[src/rtl/ctl_pkt_pkg.sv]
// Shared types for the control-region parser.
// Assumes byte-wide region data; a tag travels with every stored data byte.
package ctl_pkt_pkg;

    typedef enum logic {
        CH_CRIT = 1'b0,
        CH_BULK = 1'b1
    } chan_e;

    typedef struct packed {
        logic [7:0] data;
        chan_e      ch;
        logic       sop;
        logic       eop;
    } tag_t;

    localparam logic [1:0] HT_CRIT = 2'b10;
    localparam logic [1:0] HT_BULK = 2'b01;
    localparam logic [1:0] HT_PAD  = 2'b11;

endpackage

[src/rtl/crc16_byte.sv]
// One-byte advance of a 16-bit CRC, MSB of the byte first.
// Purely combinational; the caller holds the register.
module crc16_byte #(
    parameter logic [15:0] POLY = 16'h1021
) (
    input  logic [15:0] crc_in,
    input  logic [7:0]  data,
    output logic [15:0] crc_out
);
    logic [15:0] acc;
    logic        fb;

    // shift eight bits through the LFSR
    always_comb begin
        acc = crc_in;
        fb  = 1'b0;
        for (int b = 7; b >= 0; b--) begin
            fb  = acc[15] ^ data[b];
            acc = {acc[14:0], 1'b0};
            if (fb) acc = acc ^ POLY;
        end
        crc_out = acc;
    end
endmodule

[src/rtl/ctl_pkt_splitter.sv]
// Walks packet headers in the packet space of a region and tags data bytes.
// Assumes byte_en is high only for packet-space bytes and that start
// coincides with byte_en for position 0. done/done_ok arrive with the
// region's last byte and decide whether an unfinished time-uncritical
// packet is carried into the next region.
module ctl_pkt_splitter
    import ctl_pkt_pkg::*;
#(
    parameter int POS_W = 6
) (
    input  logic             clk,
    input  logic             rst_n,
    input  logic             start,
    input  logic             byte_en,
    input  logic [POS_W-1:0] pos,
    input  logic [POS_W-1:0] net,
    input  logic [7:0]       data,
    input  logic             done,
    input  logic             done_ok,
    output logic             wr_en,
    output tag_t             wr_tag,
    output logic             fmt_flag
);
    logic [5:0] rem_q, carry_q, cur_rem, rem_n;
    chan_e      ch_q, cur_ch, ch_n;
    logic       sopp_q, seen_q, stop_q, fmt_q, carry_sop_q;
    logic       cur_sopp, cur_seen, cur_stop, cur_fmt;
    logic       sopp_n, seen_n, stop_n, fmt_n, bad;
    logic [POS_W-1:0] room;

    // state seen by this byte: a new region restarts from the carry
    always_comb begin
        cur_rem  = start ? carry_q : rem_q;
        cur_ch   = start ? CH_BULK : ch_q;
        cur_sopp = start ? carry_sop_q : sopp_q;
        cur_seen = start ? (carry_q != 6'd0) : seen_q;
        cur_stop = start ? 1'b0 : stop_q;
        cur_fmt  = start ? 1'b0 : fmt_q;
        room     = net - pos - POS_W'(1);
    end

    // header decode and data byte tagging
    always_comb begin
        rem_n  = cur_rem;
        ch_n   = cur_ch;
        sopp_n = cur_sopp;
        seen_n = cur_seen;
        stop_n = cur_stop;
        fmt_n  = cur_fmt;
        bad    = 1'b0;
        wr_en  = 1'b0;
        wr_tag = '{data: data, ch: cur_ch, sop: cur_sopp, eop: (cur_rem == 6'd1)};
        if (byte_en && !cur_stop) begin
            if (cur_rem != 6'd0) begin
                wr_en  = 1'b1;
                rem_n  = cur_rem - 6'd1;
                sopp_n = 1'b0;
            end else begin
                case (data[7:6])
                    HT_PAD:  bad = (data[5:0] != 6'd0);
                    HT_CRIT: begin
                        bad = cur_seen || (data[5:0] == 6'd0) ||
                              (int'(data[5:0]) > int'(room));
                        if (!bad) begin
                            rem_n  = data[5:0];
                            ch_n   = CH_CRIT;
                            sopp_n = 1'b1;
                        end
                    end
                    HT_BULK: begin
                        bad = (data[5:0] == 6'd0);
                        if (!bad) begin
                            rem_n  = data[5:0];
                            ch_n   = CH_BULK;
                            sopp_n = 1'b1;
                            seen_n = 1'b1;
                        end
                    end
                    default: bad = 1'b1;
                endcase
                if (bad) begin
                    stop_n = 1'b1;
                    fmt_n  = 1'b1;
                end
            end
        end
    end

    // walker state per packet-space byte
    always_ff @(posedge clk) begin
        if (!rst_n) begin
            rem_q  <= '0;
            ch_q   <= CH_CRIT;
            sopp_q <= 1'b0;
            seen_q <= 1'b0;
            stop_q <= 1'b0;
            fmt_q  <= 1'b0;
        end else if (byte_en) begin
            rem_q  <= rem_n;
            ch_q   <= ch_n;
            sopp_q <= sopp_n;
            seen_q <= seen_n;
            stop_q <= stop_n;
            fmt_q  <= fmt_n;
        end
    end

    // carry of an unfinished time-uncritical packet into the next region
    always_ff @(posedge clk) begin
        if (!rst_n) begin
            carry_q     <= '0;
            carry_sop_q <= 1'b0;
        end else if (done) begin
            carry_q     <= (done_ok && !fmt_q) ? rem_q : 6'd0;
            carry_sop_q <= done_ok && !fmt_q && sopp_q;
        end
    end

    assign fmt_flag = fmt_q;
endmodule

[src/rtl/ctl_commit_buf.sv]
// Holds the tagged data bytes of one region and replays them one per
// cycle on the matching channel after a commit. A discard leaves the
// bytes unreplayed; the next start empties the store.
// Assumes start never arrives while busy is high.
module ctl_commit_buf
    import ctl_pkt_pkg::*;
#(
    parameter int DEPTH = 56,
    localparam int IDX_W = $clog2(DEPTH + 1)
) (
    input  logic       clk,
    input  logic       rst_n,
    input  logic       start,
    input  logic       wr_en,
    input  tag_t       wr_tag,
    input  logic       commit,
    output logic       busy,
    output logic       crit_vld,
    output logic [7:0] crit_data,
    output logic       crit_sop,
    output logic       crit_eop,
    output logic       bulk_vld,
    output logic [7:0] bulk_data,
    output logic       bulk_sop,
    output logic       bulk_eop
);
    tag_t             mem [DEPTH];
    logic [IDX_W-1:0] wcnt_q, widx, rcnt_q;
    logic             drain_q;
    tag_t             rd_tag;

    assign widx   = start ? '0 : wcnt_q;
    assign rd_tag = mem[rcnt_q];
    assign busy   = drain_q;

    // tag store write
    always_ff @(posedge clk) begin
        if (wr_en) mem[widx] <= wr_tag;
    end

    // fill count and replay pointer
    always_ff @(posedge clk) begin
        if (!rst_n) begin
            wcnt_q  <= '0;
            rcnt_q  <= '0;
            drain_q <= 1'b0;
        end else begin
            if (wr_en)      wcnt_q <= widx + IDX_W'(1);
            else if (start) wcnt_q <= '0;
            if (commit) begin
                drain_q <= (wcnt_q != '0);
                rcnt_q  <= '0;
            end else if (drain_q) begin
                rcnt_q  <= rcnt_q + IDX_W'(1);
                drain_q <= (rcnt_q + IDX_W'(1) != wcnt_q);
            end
        end
    end

    // registered channel outputs
    always_ff @(posedge clk) begin
        if (!rst_n) begin
            crit_vld  <= 1'b0;
            crit_data <= '0;
            crit_sop  <= 1'b0;
            crit_eop  <= 1'b0;
            bulk_vld  <= 1'b0;
            bulk_data <= '0;
            bulk_sop  <= 1'b0;
            bulk_eop  <= 1'b0;
        end else begin
            crit_vld  <= drain_q && (rd_tag.ch == CH_CRIT);
            crit_data <= rd_tag.data;
            crit_sop  <= drain_q && (rd_tag.ch == CH_CRIT) && rd_tag.sop;
            crit_eop  <= drain_q && (rd_tag.ch == CH_CRIT) && rd_tag.eop;
            bulk_vld  <= drain_q && (rd_tag.ch == CH_BULK);
            bulk_data <= rd_tag.data;
            bulk_sop  <= drain_q && (rd_tag.ch == CH_BULK) && rd_tag.sop;
            bulk_eop  <= drain_q && (rd_tag.ch == CH_BULK) && rd_tag.eop;
        end
    end
endmodule

[src/rtl/ctl_payload_parser.sv]
// Control-region parser: tracks the byte position in a region, runs the
// CRC over the packet space, decides the result on the last byte and
// commits or drops the stored packet bytes.
// Assumes a region's bytes arrive after its in_first byte with any gaps,
// and that the next region starts only after the replay has finished.
module ctl_payload_parser
    import ctl_pkt_pkg::*;
#(
    parameter int          LEN_X1   = 26,
    parameter int          LEN_X2   = 58,
    parameter int          LEN_X4   = 26,
    parameter int          ERR_W    = 8,
    parameter logic [15:0] CRC_POLY = 16'h1021,
    parameter logic [15:0] CRC_INIT = 16'hFFFF
) (
    input  logic             clk,
    input  logic             rst_n,
    input  logic             in_valid,
    input  logic             in_first,
    input  logic [7:0]       in_data,
    input  logic [1:0]       rate_code,
    output logic             crit_vld,
    output logic [7:0]       crit_data,
    output logic             crit_sop,
    output logic             crit_eop,
    output logic             bulk_vld,
    output logic [7:0]       bulk_data,
    output logic             bulk_sop,
    output logic             bulk_eop,
    output logic             res_vld,
    output logic             res_ok,
    output logic             fmt_err,
    output logic [ERR_W-1:0] err_cnt
);
    localparam int MAX_LEN = (LEN_X1 > LEN_X2) ? ((LEN_X1 > LEN_X4) ? LEN_X1 : LEN_X4)
                                               : ((LEN_X2 > LEN_X4) ? LEN_X2 : LEN_X4);
    localparam int POS_W = $clog2(MAX_LEN + 1);
    localparam int DEPTH = MAX_LEN - 2;
    localparam logic [POS_W-1:0] L1 = POS_W'(LEN_X1);
    localparam logic [POS_W-1:0] L2 = POS_W'(LEN_X2);
    localparam logic [POS_W-1:0] L4 = POS_W'(LEN_X4);

    logic [POS_W-1:0] pos_q, len_q, cur_pos, cur_len, net;
    logic             active_q, start, byte_go, in_net, last, hi_sel, pass;
    logic [15:0]      crc_q, crc_cur, crc_nxt;
    logic [7:0]       hi_q;
    logic             wr_en, fmt_flag, drain_busy;
    tag_t             wr_tag;

    // position within the region, length sampled with the first byte
    always_comb begin
        start   = in_valid && in_first;
        byte_go = in_valid && (in_first || active_q);
        cur_len = !in_first ? len_q : (rate_code == 2'd0) ? L1
                                    : (rate_code == 2'd1) ? L2 : L4;
        cur_pos = in_first ? '0 : pos_q;
        net     = cur_len - POS_W'(2);
        in_net  = byte_go && (cur_pos < net);
        hi_sel  = byte_go && (cur_pos == net);
        last    = byte_go && (cur_pos == cur_len - POS_W'(1));
        crc_cur = in_first ? CRC_INIT : crc_q;
        pass    = (crc_q == {hi_q, in_data});
    end

    crc16_byte #(.POLY(CRC_POLY)) u_crc (
        .crc_in  (crc_cur),
        .data    (in_data),
        .crc_out (crc_nxt)
    );

    // region tracking, CRC register and high check byte
    always_ff @(posedge clk) begin
        if (!rst_n) begin
            pos_q    <= '0;
            len_q    <= L1;
            active_q <= 1'b0;
            crc_q    <= CRC_INIT;
            hi_q     <= '0;
        end else begin
            if (byte_go) begin
                pos_q    <= cur_pos + POS_W'(1);
                len_q    <= cur_len;
                active_q <= !last;
            end
            if (in_net) crc_q <= crc_nxt;
            if (hi_sel) hi_q  <= in_data;
        end
    end

    // per-region result and failure count
    always_ff @(posedge clk) begin
        if (!rst_n) begin
            res_vld <= 1'b0;
            res_ok  <= 1'b0;
            fmt_err <= 1'b0;
            err_cnt <= '0;
        end else begin
            res_vld <= last;
            res_ok  <= last && pass;
            fmt_err <= last && fmt_flag;
            if (last && !pass && (err_cnt != '1)) err_cnt <= err_cnt + ERR_W'(1);
        end
    end

    ctl_pkt_splitter #(.POS_W(POS_W)) u_split (
        .clk      (clk),
        .rst_n    (rst_n),
        .start    (start),
        .byte_en  (in_net),
        .pos      (cur_pos),
        .net      (net),
        .data     (in_data),
        .done     (last),
        .done_ok  (pass),
        .wr_en    (wr_en),
        .wr_tag   (wr_tag),
        .fmt_flag (fmt_flag)
    );

    ctl_commit_buf #(.DEPTH(DEPTH)) u_buf (
        .clk       (clk),
        .rst_n     (rst_n),
        .start     (start),
        .wr_en     (wr_en),
        .wr_tag    (wr_tag),
        .commit    (last && pass),
        .busy      (drain_busy),
        .crit_vld  (crit_vld),
        .crit_data (crit_data),
        .crit_sop  (crit_sop),
        .crit_eop  (crit_eop),
        .bulk_vld  (bulk_vld),
        .bulk_data (bulk_data),
        .bulk_sop  (bulk_sop),
        .bulk_eop  (bulk_eop)
    );
endmodule

[config.mk]
export PLATFORM = sky130hd
export DESIGN_NAME = ctl_payload_parser
export DESIGN_NICKNAME = d
export VERILOG_FILES = /design/src/rtl/ctl_pkt_pkg.sv /design/src/rtl/crc16_byte.sv /design/src/rtl/ctl_pkt_splitter.sv /design/src/rtl/ctl_commit_buf.sv /design/src/rtl/ctl_payload_parser.sv
export SDC_FILE = /design/constraint.sdc
export NUM_CORES = 1
export LEC_CHECK = 0
export CORE_ASPECT_RATIO = 1.75
export CORE_MARGIN = 10
export CORE_UTILIZATION = 45
export CTS_BUF_LIST = sky130_fd_sc_hd__clkbuf_4 sky130_fd_sc_hd__clkbuf_8
export CTS_CLUSTER_SIZE = 16
export DETAILED_ROUTE_END_ITERATION = 12
export PLACE_DENSITY = 0.7
export SYNTH_ARGS = -nofsm -noshare
export SYNTH_HDL_FRONTEND = slang
export SYNTH_SLANG_ARGS = --single-unit
[constraint.sdc]
create_clock -name clk -period 6.47 [get_ports clk]
set_input_delay 1.294 -clock clk [delete_from_list [all_inputs] [get_ports clk]]
set_output_delay 1.294 -clock clk [all_outputs]
set_load 0.005 [all_outputs]
==> run metrics <==
status finished, final reports clean; CTS clk-pin slew, worst paths 0.07 ns; Die ar. 75900 µm²; Ys Warns 0; synthesized area 29200 µm²; Worst Setup Slack, final 1.24 ns; number of synthesized flops with an enable pin 616; Longest Clk Path Bufs 3; CTS Hold Bufs 0; pin count of the biggest net entering global routing 63; DRT iter0 DRCs 1448; Die Y 357 µm; Yosys cell types 76; Critical-path top delay cell nor2_1; core box area 64300 µm²; crit-path cells clkdlybuf4s50_1, nor2_1, buf_4, ha_1, nand2_1, xor2_1, o21a_1, ha_1, nand3_1, o21bai_1, nand4_1, buf_4, nor3_1, nand3b_1, nor2_1; 1st-pass router iterations 5; Seq/Total Area, Yosys 70.1%; Post-Synthesis Cells 1661; final wirelength 71200 µm; vias in the first global route 16600; grt ovf 0; GRT Overall Usage 18.9%; post-route ant nets 0; # rows 123; CP endpoint kind register; detailed placement HPWL 48300 µm; Layout fillers 5149; Simple-Gate Fraction of Synth Area 5.46%; Resize count post-CTS 0; Crit path largest cell delay 0.93 ns; ys flop type edfxtp_1; critical path class input port to register; max frequency 191 MHz; Adder-Cell Fraction of Synth Area 1.27%; Worst Tran Pin Value 1.22 ns; global-route wire length before repair 106000 µm; worst-path fanout max 12; Final Hold Vio Count 0; syn nets 1704; clock sink count 715; cell area after layout 33000 µm²; vias 15800; unrepaired setup endpoints after global routing false; Synth Area in Compound Gates 4.06%; share of layout cells above drive strength 1 24.0%; Hold Crit Class register to register; Power Density 274 nW/µm²; GP Congestion 0.888; DR DRC count 0; clock buffer count from CTS 97; post-synthesis mux area share 14.8%; Port Buffers 46; Rel. slew slack 18.4%; worst-skew pair later-pin latency 0.70 ns; final critical-path required period 5.23 ns; Post-Syn Area per Cell 17.6 µm²; clk root buf clkbuf_8; antenna violations before repair 1; most numerous cell in the Yosys netlist edfxtp_1; Leakage 10.5 nW; Initial Util 45.4%; Post-Place Cell Area 30900 µm²; worst vdd ir 0.000162 V; # IOs 47; total power 9.03 mW; Layout area overhead 13.0%; Final Max Tran Viols 0; Synth Area in XOR/XNOR 2.44%; pre-CTS setup slack 0.571 ns; Post-synth ARST share 0%; CP required 6.78 ns; share of the synthesized area in the top cell type 63.3%; TritonCTS clock tree yes; synth cell count leaders 616 x edfxtp_1, 171 x mux4_2, 139 x nor2_1; setup bufs post-CTS 0; Setup TNS 0 ns; vias per inst 5.85; wire per inst 26.4 µm; Synth area leader edfxtp_1; arrival time worst endpoint 5.54 ns; Area contributors post-synth edfxtp_1 63%, mux4_2 13%, dfxtp_1 6.8%; H-tree depth 3; FF+latch count, synth 715; die width 213 µm; clock skew 0.0381 ns; max-cap violation count 0; Final setup viols 0; crit path launch type input port; largest family of logic cells by synthesized area multiplexers; Final Cycle Share 80.9%; fin nets 1841
layout make-up:
cell class              instances  area, µm²  area share, %
well taps                     812       1020           3.08
clock inverters                42        383           1.16
repair buffers                131       1080           3.28
diodes                          1       2.50        0.00758
clock buffers                 142       1720           5.20
multi-input cells             823       8200           24.9
inverters                      30        113          0.341
flip-flops and latches        715      20500           62.1
per-layer routing:
layer | track usage, % | up-vias | part of all wire (%)
met3 | 2.59 | 140 | 5.2
li1 | - | 6886 | -
met4 | 9.87 | 0 | 4.8
met1 | 20.0 | 8166 | 34
met2 | 35.6 | 577 | 56
met5 | 0 | - | 0
logic make-up after synthesis:
logic type,count (synthesis)
flops,715
xor+xnor,79
fa+ha+maj,29
mux,218
compound gates,169
simple gates,328
buf+inv,123
cells in the final DEF (no fill, tap or decap), types with 12 or more instances in the layout:
cell type	Yosys	layout
ha_1	28	28
clkdlybuf4s50_1	0	38
dfxtp_1	99	96
clkinv_2	0	13
clkinv_1	1	17
inv_1	28	27
mux2i_1	42	42
edfxtp_1	616	616
xor2_1	36	36
nand2_1	65	65
nand2b_1	13	12
clkbuf_8	0	104
clkbuf_4	0	38
nand3_1	24	24
nor2_1	139	139
xnor2_1	41	41
a21oi_1	29	29
o21ai_0	21	21
buf_4	11	83
a22o_1	15	15
mux4_2	171	171
o211ai_1	18	18
sequential cells by signal (all words and copies together), names as in the netlist, 6 cells and up, named ones only:
signal	flops
u_buf.bulk_data	8
u_buf.wcnt_q	6
u_buf.mem	616
pos_q	6
err_cnt	8
u_split.rem_q	6
u_split.carry_q	6
hi_q	8
crc_q	16
len_q	6
u_buf.rcnt_q	6
where the power goes:
part,internal [mW],switching (mW),total (mW),leakage [nW]
clock,1.96,1.69,3.66,1.11
combinational,0.104,0.219,0.324,3.19
sequential,5.02,0.0248,5.05,6.25
worst max-delay path: cells and delay by family:
| kind | cells | cell delay [ns] |
|---|---|---|
| xor gates and xnor gates | 1 | 0.15 |
| AOI/OAI and AO/OA | 2 | 0.35 |
| adders and majority gates | 2 | 0.59 |
| and+or+nand+nor | 7 | 2.26 |
| buffers and inverters | 3 | 0.88 |
stage by stage:
step	utilization (%)	std cells	hold slack [ns]
2_1_floorplan	-	1661	0.441
3_3_place_gp	48.0	2511	0.457
3_5_place_dp	48.0	2511	0.471
4_1_cts	51.3	2695	0.488
5_1_grt	51.3	2696	0.497
6_report	51.3	2696	0.492
path summary, 6_finish.rpt:
check	startpoint	cells after the start	slack, ns	end
setup reg to reg	len_q[1]	14	2.08	u_buf.mem[54][4]
setup / recovery	in_first	15	1.24	u_buf.mem[54][4]
hold reg to reg	u_split.carry_sop_q	1	0.49	u_split.carry_sop_q
hold / removal	u_split.carry_sop_q	1	0.49	u_split.carry_sop_q
Power figures use the tool's default switching activity.
